File: src/rtl/pm_pkg.sv
package pm_pkg;
  localparam int NUM_EVT = 8;

  // Event strobe bit positions.
  localparam int IX_BPV  = 0;
  localparam int IX_CV   = 1;
  localparam int IX_LOF  = 2;
  localparam int IX_FRM  = 3;
  localparam int IX_EXZ  = 4;
  localparam int IX_PAR  = 5;
  localparam int IX_CBP  = 6;
  localparam int IX_FEBE = 7;

  typedef enum logic [1:0] {
    UPD_OFF   = 2'b00,
    UPD_TIMER = 2'b01,
    UPD_SW    = 2'b10,
    UPD_EXT   = 2'b11
  } upd_src_e;
endpackage

File: src/rtl/pm_sec_timer.sv
module pm_sec_timer #(
  parameter int TICKS = 1000000
) (
  input  logic clk,
  input  logic rst_n,
  input  logic tick_en_i,
  output logic sec_o
);
  localparam int CW = (TICKS > 1) ? $clog2(TICKS) : 1;
  localparam logic [CW-1:0] LAST = CW'(TICKS - 1);

  logic [CW-1:0] cnt_q, cnt_d;
  logic          at_last;

  assign at_last = (cnt_q == LAST);
  assign sec_o   = tick_en_i & at_last;

  always_comb begin
    cnt_d = cnt_q;
    if (tick_en_i) begin
      cnt_d = at_last ? '0 : cnt_q + 1'b1;
    end
  end

  always_ff @(posedge clk or negedge rst_n) begin
    if (!rst_n) begin
      cnt_q <= '0;
    end else begin
      cnt_q <= cnt_d;
    end
  end
endmodule

File: src/rtl/pm_edge_sync.sv
module pm_edge_sync (
  input  logic clk,
  input  logic rst_n,
  input  logic async_i,
  output logic rise_o
);
  logic meta_q, sync_q, prev_q;

  always_ff @(posedge clk or negedge rst_n) begin
    if (!rst_n) begin
      meta_q <= 1'b0;
      sync_q <= 1'b0;
      prev_q <= 1'b0;
    end else begin
      meta_q <= async_i;
      sync_q <= meta_q;
      prev_q <= sync_q;
    end
  end

  assign rise_o = sync_q & ~prev_q;
endmodule

File: src/rtl/pm_sat_counter.sv
module pm_sat_counter #(
  parameter int W = 16
) (
  input  logic         clk,
  input  logic         rst_n,
  input  logic         evt_i,
  input  logic         upd_i,
  output logic [W-1:0] live_o,
  output logic [W-1:0] hold_o
);
  localparam logic [W-1:0] MAXV = {W{1'b1}};

  logic [W-1:0] live_q, live_d, hold_q, hold_d;

  always_comb begin
    live_d = live_q;
    hold_d = hold_q;
    if (upd_i) begin
      hold_d = live_q;
      live_d = evt_i ? W'(1) : '0;
    end else if (evt_i && (live_q != MAXV)) begin
      live_d = live_q + 1'b1;
    end
  end

  always_ff @(posedge clk or negedge rst_n) begin
    if (!rst_n) begin
      live_q <= '0;
      hold_q <= '0;
    end else begin
      live_q <= live_d;
      hold_q <= hold_d;
    end
  end

  assign live_o = live_q;
  assign hold_o = hold_q;
endmodule

File: src/rtl/pm_counter_bank.sv
module pm_counter_bank
  import pm_pkg::*;
#(
  parameter int VIOL_W        = 16,
  parameter int LOF_W         = 8,
  parameter int TICKS_PER_SEC = 1000000
) (
  input  logic              clk,
  input  logic              rst_n,
  input  logic              tick_en_i,
  input  logic [7:0]        evt_i,
  input  logic [1:0]        mode_i,
  input  logic              sw_upd_i,
  input  logic              ext_upd_i,
  output logic [VIOL_W-1:0] hold_bpv_o,
  output logic [VIOL_W-1:0] hold_cv_o,
  output logic [LOF_W-1:0]  hold_lof_o,
  output logic [VIOL_W-1:0] hold_frm_o,
  output logic [VIOL_W-1:0] hold_exz_o,
  output logic [VIOL_W-1:0] hold_par_o,
  output logic [VIOL_W-1:0] hold_cbp_o,
  output logic [VIOL_W-1:0] hold_febe_o,
  output logic              upd_done_o
);
  logic sec_stb, ext_rise, upd, done_q;

  pm_sec_timer #(.TICKS(TICKS_PER_SEC)) u_timer (
    .clk       (clk),
    .rst_n     (rst_n),
    .tick_en_i (tick_en_i),
    .sec_o     (sec_stb)
  );

  pm_edge_sync u_ext (
    .clk     (clk),
    .rst_n   (rst_n),
    .async_i (ext_upd_i),
    .rise_o  (ext_rise)
  );

  always_comb begin
    unique case (upd_src_e'(mode_i))
      UPD_TIMER: upd = sec_stb;
      UPD_SW:    upd = sw_upd_i;
      UPD_EXT:   upd = ext_rise;
      default:   upd = 1'b0;
    endcase
  end

  always_ff @(posedge clk or negedge rst_n) begin
    if (!rst_n) begin
      done_q <= 1'b0;
    end else begin
      done_q <= upd;
    end
  end
  assign upd_done_o = done_q;

  for (genvar i = 0; i < NUM_EVT; i++) begin : g_cnt
    localparam int W = (i == IX_LOF) ? LOF_W : VIOL_W;
    logic [W-1:0] live_s, hold_s;

    pm_sat_counter #(.W(W)) u_cnt (
      .clk    (clk),
      .rst_n  (rst_n),
      .evt_i  (evt_i[i]),
      .upd_i  (upd),
      .live_o (live_s),
      .hold_o (hold_s)
    );

    if (i == IX_BPV) begin : g_o
      assign hold_bpv_o = hold_s;
    end else if (i == IX_CV) begin : g_o
      assign hold_cv_o = hold_s;
    end else if (i == IX_LOF) begin : g_o
      assign hold_lof_o = hold_s;
    end else if (i == IX_FRM) begin : g_o
      assign hold_frm_o = hold_s;
    end else if (i == IX_EXZ) begin : g_o
      assign hold_exz_o = hold_s;
    end else if (i == IX_PAR) begin : g_o
      assign hold_par_o = hold_s;
    end else if (i == IX_CBP) begin : g_o
      assign hold_cbp_o = hold_s;
    end else begin : g_o
      assign hold_febe_o = hold_s;
    end
  end
endmodule

File: config.mk
export PLATFORM = sky130hd
export DESIGN_NAME = pm_counter_bank
export DESIGN_NICKNAME = d
export VERILOG_FILES = /design/src/rtl/pm_pkg.sv /design/src/rtl/pm_sec_timer.sv /design/src/rtl/pm_edge_sync.sv /design/src/rtl/pm_sat_counter.sv /design/src/rtl/pm_counter_bank.sv
export SDC_FILE = /design/constraint.sdc
export NUM_CORES = 1
export LEC_CHECK = 0
export CAP_MARGIN = 20
export CORE_UTILIZATION = 40
export CTS_CLUSTER_DIAMETER = 200
export CTS_CLUSTER_SIZE = 8
export DETAILED_ROUTE_END_ITERATION = 8
export MAX_ROUTING_LAYER = met4
export SYNTH_ARGS = -nofsm -noshare
export SYNTH_HDL_FRONTEND = slang
export SYNTH_HIERARCHICAL = 1
export SYNTH_SLANG_ARGS = --single-unit
File: constraint.sdc
create_clock -name clk -period 7 [get_ports clk]
set_clock_uncertainty 0.05 [all_clocks]
set_input_delay 2.1 -clock clk [delete_from_list [all_inputs] [get_ports clk]]
set_output_delay 2.1 -clock clk [all_outputs]
set_load 0.01 [all_outputs]
### Word level (Yosys, flattened, before mapping)

Index checks and enable logic that the tools add are counted.

| word-level totals | value |
|---|---|
| word-level logic and storage cells | 87 |
| output and inout bits | 121 |
| register bits after elaboration | 264 |
| bits of input ports | 15 |

| operators by class | value |
|---|---|
| eq/ne operators | 12 |
| bitwise gates (word level) | 3 |
| reductions and logical operators | 16 |
| $add $sub $neg | 9 |
| multiplexer cells | 26 |

Operators by type and width:

| operator | number |
|---|---|
| $mux 16 | 14 |
| $add 16x1->16 const B | 7 |
| $ne 16x16->1 const B | 7 |
| $add 20x1->20 const B | 1 |
| $eq 20x20->1 const B | 1 |
| $mux 20 | 1 |
| $mux 8 | 2 |
| $reduce_bool 2->1 | 8 |
| $add 8x1->8 const B | 1 |
| $logic_and 1x1->1 | 8 |
| $mux 1 | 8 |
| $ne 8x8->1 const B | 1 |
| $eq 2x2->1 const B | 2 |
| $pmux 1 s3 | 1 |
| $and 1x1->1 | 2 |
| $eq 2x1->1 const B | 1 |
| $not 1->1 | 1 |

### Longest topological paths before layout

| logic depth | value |
|---|---|
| word-level depth | 4 |
| depth in mapped cells | 10 |
| depth with buffers taken out | 9 |

### By module

Netlist, hierarchy kept.

By module, submodules not included:

| module | sequential area each (um2) | times used | cells an instance | area an instance (um2) |
|---|---|---|---|---|
| pm_sat_counter at g_cnt[0].u_cnt ... | 800.8 | 7 | 132 | 1492.7 |
| pm_sec_timer | 500.5 | 1 | 100 | 1021.0 |
| pm_sat_counter at g_cnt[2].u_cnt | 400.4 | 1 | 64 | 790.8 |
| pm_edge_sync | 75.1 | 1 | 4 | 88.8 |
| pm_counter_bank | 25.0 | 1 | 4 | 48.8 |

### Worst setup path after synthesis

Ideal clock, no wire load.

| path | value |
|---|---|
| path type | input-to-reg |
| from | in tick_en_i |
| to | reg g_cnt[0].u_cnt.hold_q[10] |
| path buffers | 3 |
| setup time | 0.125 ns |
| stages on the path | 8 |
| arrival time | 4.121 ns |
| data required time | 6.825 ns |
| slack | 2.704 ns |
| cells stage by stage | buf_4 inv_1 nor3_4 mux2i_1 mux2i_1 clkbuf_1 clkbuf_1 mux2_2 |

| on the way | value |
|---|---|
| word-level cells in the longest chain between the ends | 2 |

RTL lines:

| what | line | text |
|---|---|---|
| start: declaration | pm_counter_bank.sv:10 | `input logic tick_en_i,` |
| $and 1x1->1 | pm_sec_timer.sv:16 | `assign sec_o = tick_en_i & at_last;` |
| net sec_stb | pm_counter_bank.sv:25 | `logic sec_stb, ext_rise, upd, done_q;` |
| $pmux 1 s3 | pm_counter_bank.sv:42 | `unique case (upd_src_e'(mode_i))` |
| net upd | pm_counter_bank.sv:25 |  |
| end signal: assignment | pm_sat_counter.sv:32 | `hold_q <= hold_d;` |
| end: declaration | pm_sat_counter.sv:13 | `logic [W-1:0] live_q, live_d, hold_q, hold_d;` |

The timed path passes the listed nets, and every way through them passes these cells.
A chain may end at the register's enable or synchronous reset.

### Final worst setup path

| path | value |
|---|---|
| from | in tick_en_i |
| to | reg g_cnt[5].u_cnt.live_q[14] |

| on the way | value |
|---|---|
| word-level cells in the longest chain between the ends | 3 |
| elaborated cells between the ends (all ways) | 4 |
| classes of those cells | 2 x mux; 1 x bitwise; 1 x reduce/logical |

RTL lines:

| what | line | text |
|---|---|---|
| $and 1x1->1 (*) | pm_sec_timer.sv:16 |  |
| net sec_stb | pm_counter_bank.sv:25 |  |
| $pmux 1 s3 (*) | pm_counter_bank.sv:42 |  |
| net upd | pm_counter_bank.sv:25 |  |
| $mux 16 / $reduce_bool 2->1 (equally long branches) | n/a |  |
| end signal: assignment | pm_sat_counter.sv:31 | `live_q <= live_d;` |
| end: declaration | pm_sat_counter.sv:13 |  |

The timed path passes the listed nets; every way through them passes the cells marked *.

==> run_results.csv <==
group,metric,value,unit
status,status,"completed",
synthesis,synthArstFlopShare,100,%
floorplanning,design.core.area,30500,um2
timing,max_freq,222,MHz
setup_path,crit_required,7.33,ns
pwr,pwr-share-clk,39.8,%
clocking,cts.sinks,264,
layout,finalInstanceArea,15100,um2
clocking,h-tree-depth,2,
synthesis,synth-seq-area-share,53.3,%
min_path,hp-class,"reg2reg",
floorplanning,die_width,178,um
global_routing,grt_use_total,17.6,%
timing,min_period,4.51,ns
global_routing,grt_pass1_wl,44400,um
global_routing,antenna_found_initial,0,
setup_path,worstSetupEndpoint,"g_cnt[5].u_cnt/live_o[14]$_DFFE_PN0P_",
floorplanning,die_h,178,um
clocking,cts-resized-gates,0,
global_routing,gr-total-overflow,0,
setup_path,start_kind,"input pin",
route,drt-initial-drc-count,566,
timing,finalHoldViolations,0,
setup_path,rrSetupSlack,3.57,ns
layout,final_util,49.7,%
pwr,comb_power_share,13.5,%
timing,fin_tns_setup,0,ns
clocking,clock_latency,0.50,ns
setup_path,r2r-start,"u_timer/cnt_q[8]$_DFFE_PN0P_",
synthesis,synth.most_common_cell,"dfrtp_1",
synthesis,ys_top_cells_by_area,"dfrtp_1, mux2_2, a21oi_1",
route,antenna_left,0,
clocking,cts_setup_buffers,0,
timing,setup_viol,0,
synthesis,synth_fp_nets,1120,
synthesis,synth_flop_cell,"dfrtp_1",
timing,drv_slew,0,
route,wl_per_cell,16.1,um
pwr,power.internal,2.95,mW
clocking,cts_tree,"done",
synthesis,ys_ff_latch,264,
synthesis,synth.top_cells.by_count,"dfrtp_1, mux2_2, nor2_1",
layout,area_delta_synth_final,22.2,%
pwr,leakage,6.44,nW
setup_path,worstPathArrival,4.84,ns
setup_path,worst-path-max-fanout,126,
layout,layout-drive-gt1-share,18.7,%
synthesis,synth_area_per_cell,11.3,um2
clocking,clock_path_buffers,3,
setup_path,cp-end-kind,"register",
setup_path,reg2reg_depth,10,
pwr,seqPwrFrac,46.7,%
floorplanning,initial_core_util,40.6,%
floorplanning,rows,64,
timing,rsz0062_at_grt,"no",
floorplanning,ios,136,
synthesis,synth_area,12400,um2
placement,detailed_place_hpwl,17000,um
placement,placedCellCount,1588,
synthesis,synth_cell_types,55,
route,drc,0,
synthesis,yosysTopAreaCell,"dfrtp_1",
layout,final_cells,1628,
timing,max-slew-margin-rel,51.9,%
synthesis,synth_top_cell_area_share,53.3,%
run,max_cap_violations,0,
min_path,holdPathStages,0,
layout,fin_nets,1256,
setup_path,reg2reg_to,"g_cnt[5].u_cnt/live_o[14]$_DFFE_PN0P_",
setup_path,startpoint,"tick_en_i",
pwr,switching_share,25.6,%
clocking,path_clk_slew,0.05,ns
synthesis,synth-edff-count,0,
route,num_vias,9019,
floorplanning,dieArea,31700,um2
pwr,peakVddDrop,0.194,mV
route,dr.pass1.iters,7,
pwr,p_switching,1.02,mW
synthesis,synthCells,1096,
layout,antenna_cells,0,
placement,placed_area,14200,um2
synthesis,yosysWarnings,6,
timing,finalCritPeriodShare,64.4,%
placement,port_buffers,135,
global_routing,grt_pass1_vias,8706,
clocking,cts_hold_buffers,0,
timing,tightest_slew,0.721,ns
route,via_per_inst,5.54,
clocking,cts_buffers,38,
global_routing,grt_max_degree,127,
placement,gp_congestion,0.813,
pwr,powerDensity,262,nW/um2
setup_path,crit_type,"in2reg",
route,drt-total-wl,26300,um
clocking,cts_root_buffer,"clkbuf_16",
-- routing by layer --
metal | part of all wire, % | global-route usage [%]
met1 | 47 | 23.7
met2 | 45 | 26.6
met3 | 5.4 | 3.73
met4 | 2.2 | 4.99
met5 | 0 | -
-- cells in the final DEF, fill, tap and decap left out, types with 15 or more instances in the layout --
cell type	count
mux2i_1	17
clkdlybuf4s50_1	134
o41ai_1	21
nand3_1	41
dfrtp_1	264
o31ai_1	17
xnor2_1	15
mux2_2	127
clkbuf_16	39
a21oi_1	66
nor2_1	72
inv_1	27
or4_1	18
or3_1	39
nand2_1	53
nor3_1	26
o21ai_0	47
nand4_1	41
-- power by group through the flow --
stage               clock (mW)  sequential [mW]  combinational, mW
global placement             0             1.87              0.538
detailed placement           0             1.87              0.544
finish                    1.58             1.85              0.537
global route              1.70             1.88              0.597
CTS                       1.65             1.85              0.547
floorplan                    0             1.87              0.261
-- critical path, stage by stage --
cell and delay (ns):
clkdlybuf4s50_1 0.69, inv_1 0.19, nor3_4 0.38, mux2i_1 0.18
mux2i_4 0.21, buf_12 0.45, inv_1 0.17, nand2_1 0.10
a21oi_1 0.04, a31o_2 0.23
-- cells by family (layout without fill, tap and decap cells) --
group                    Yosys count  in the layout  synth area share [%]
AND/OR/NAND/NOR                  388            388                  18.6
flip-flops                       264            264                  53.3
AO/OA/AOI/OAI                    195            195                  10.1
multiplexers                     147            147                  13.2
buffers and inverters             74            210                  2.49
XOR/XNOR                          19             19                  1.34
adder cells (fa/ha/maj)            9              9                 0.908
-- worst min path at each step --
stage,from,to,slack (ns)
6_report,u_ext/meta_q$_DFF_PN0_,u_ext/sync_q$_DFF_PN0_,0.29
5_1_grt,u_ext/meta_q$_DFF_PN0_,u_ext/sync_q$_DFF_PN0_,0.30
4_1_cts,u_ext/meta_q$_DFF_PN0_,u_ext/sync_q$_DFF_PN0_,0.30
3_5_place_dp,u_ext/meta_q$_DFF_PN0_,u_ext/sync_q$_DFF_PN0_,0.29
3_3_place_gp,u_ext/meta_q$_DFF_PN0_,u_ext/sync_q$_DFF_PN0_,0.29
2_1_floorplan,u_ext/meta_q$_DFF_PN0_,u_ext/sync_q$_DFF_PN0_,0.28
-- metrics by stage --
stage                     power, mW  hold slack, ns  setup WS, ns
final                          3.97           0.293          2.49
after floorplan                2.13           0.281          2.70
after CTS                      4.05           0.296          2.50
after detailed placement       2.42           0.286          1.97
after global routing           4.18           0.300          2.24
after global placement         2.41           0.293          2.07
-- state kept, by name, indices dropped and copies added, names as in the netlist --
name                count
u_ext/sync_q            1
u_timer/cnt_q          20
u_ext/prev_q            1
upd_done_o              1
g_cnt.u_cnt/hold_o    120
g_cnt.u_cnt/live_o    120
u_ext/meta_q            1
-- cell type report --
| type | instances | area (um2) |
|---|---|---|
| clock buffer | 39 | 976 |
| clock inverter | 1 | 8.76 |
| fill | 2762 | 15400 |
| inverter | 27 | 101 |
| multi-input combinational | 758 | 5500 |
| sequential | 264 | 6610 |
| tap | 396 | 495 |
| timing repair buffer | 143 | 1470 |
(Power assumes the default switching activity.)
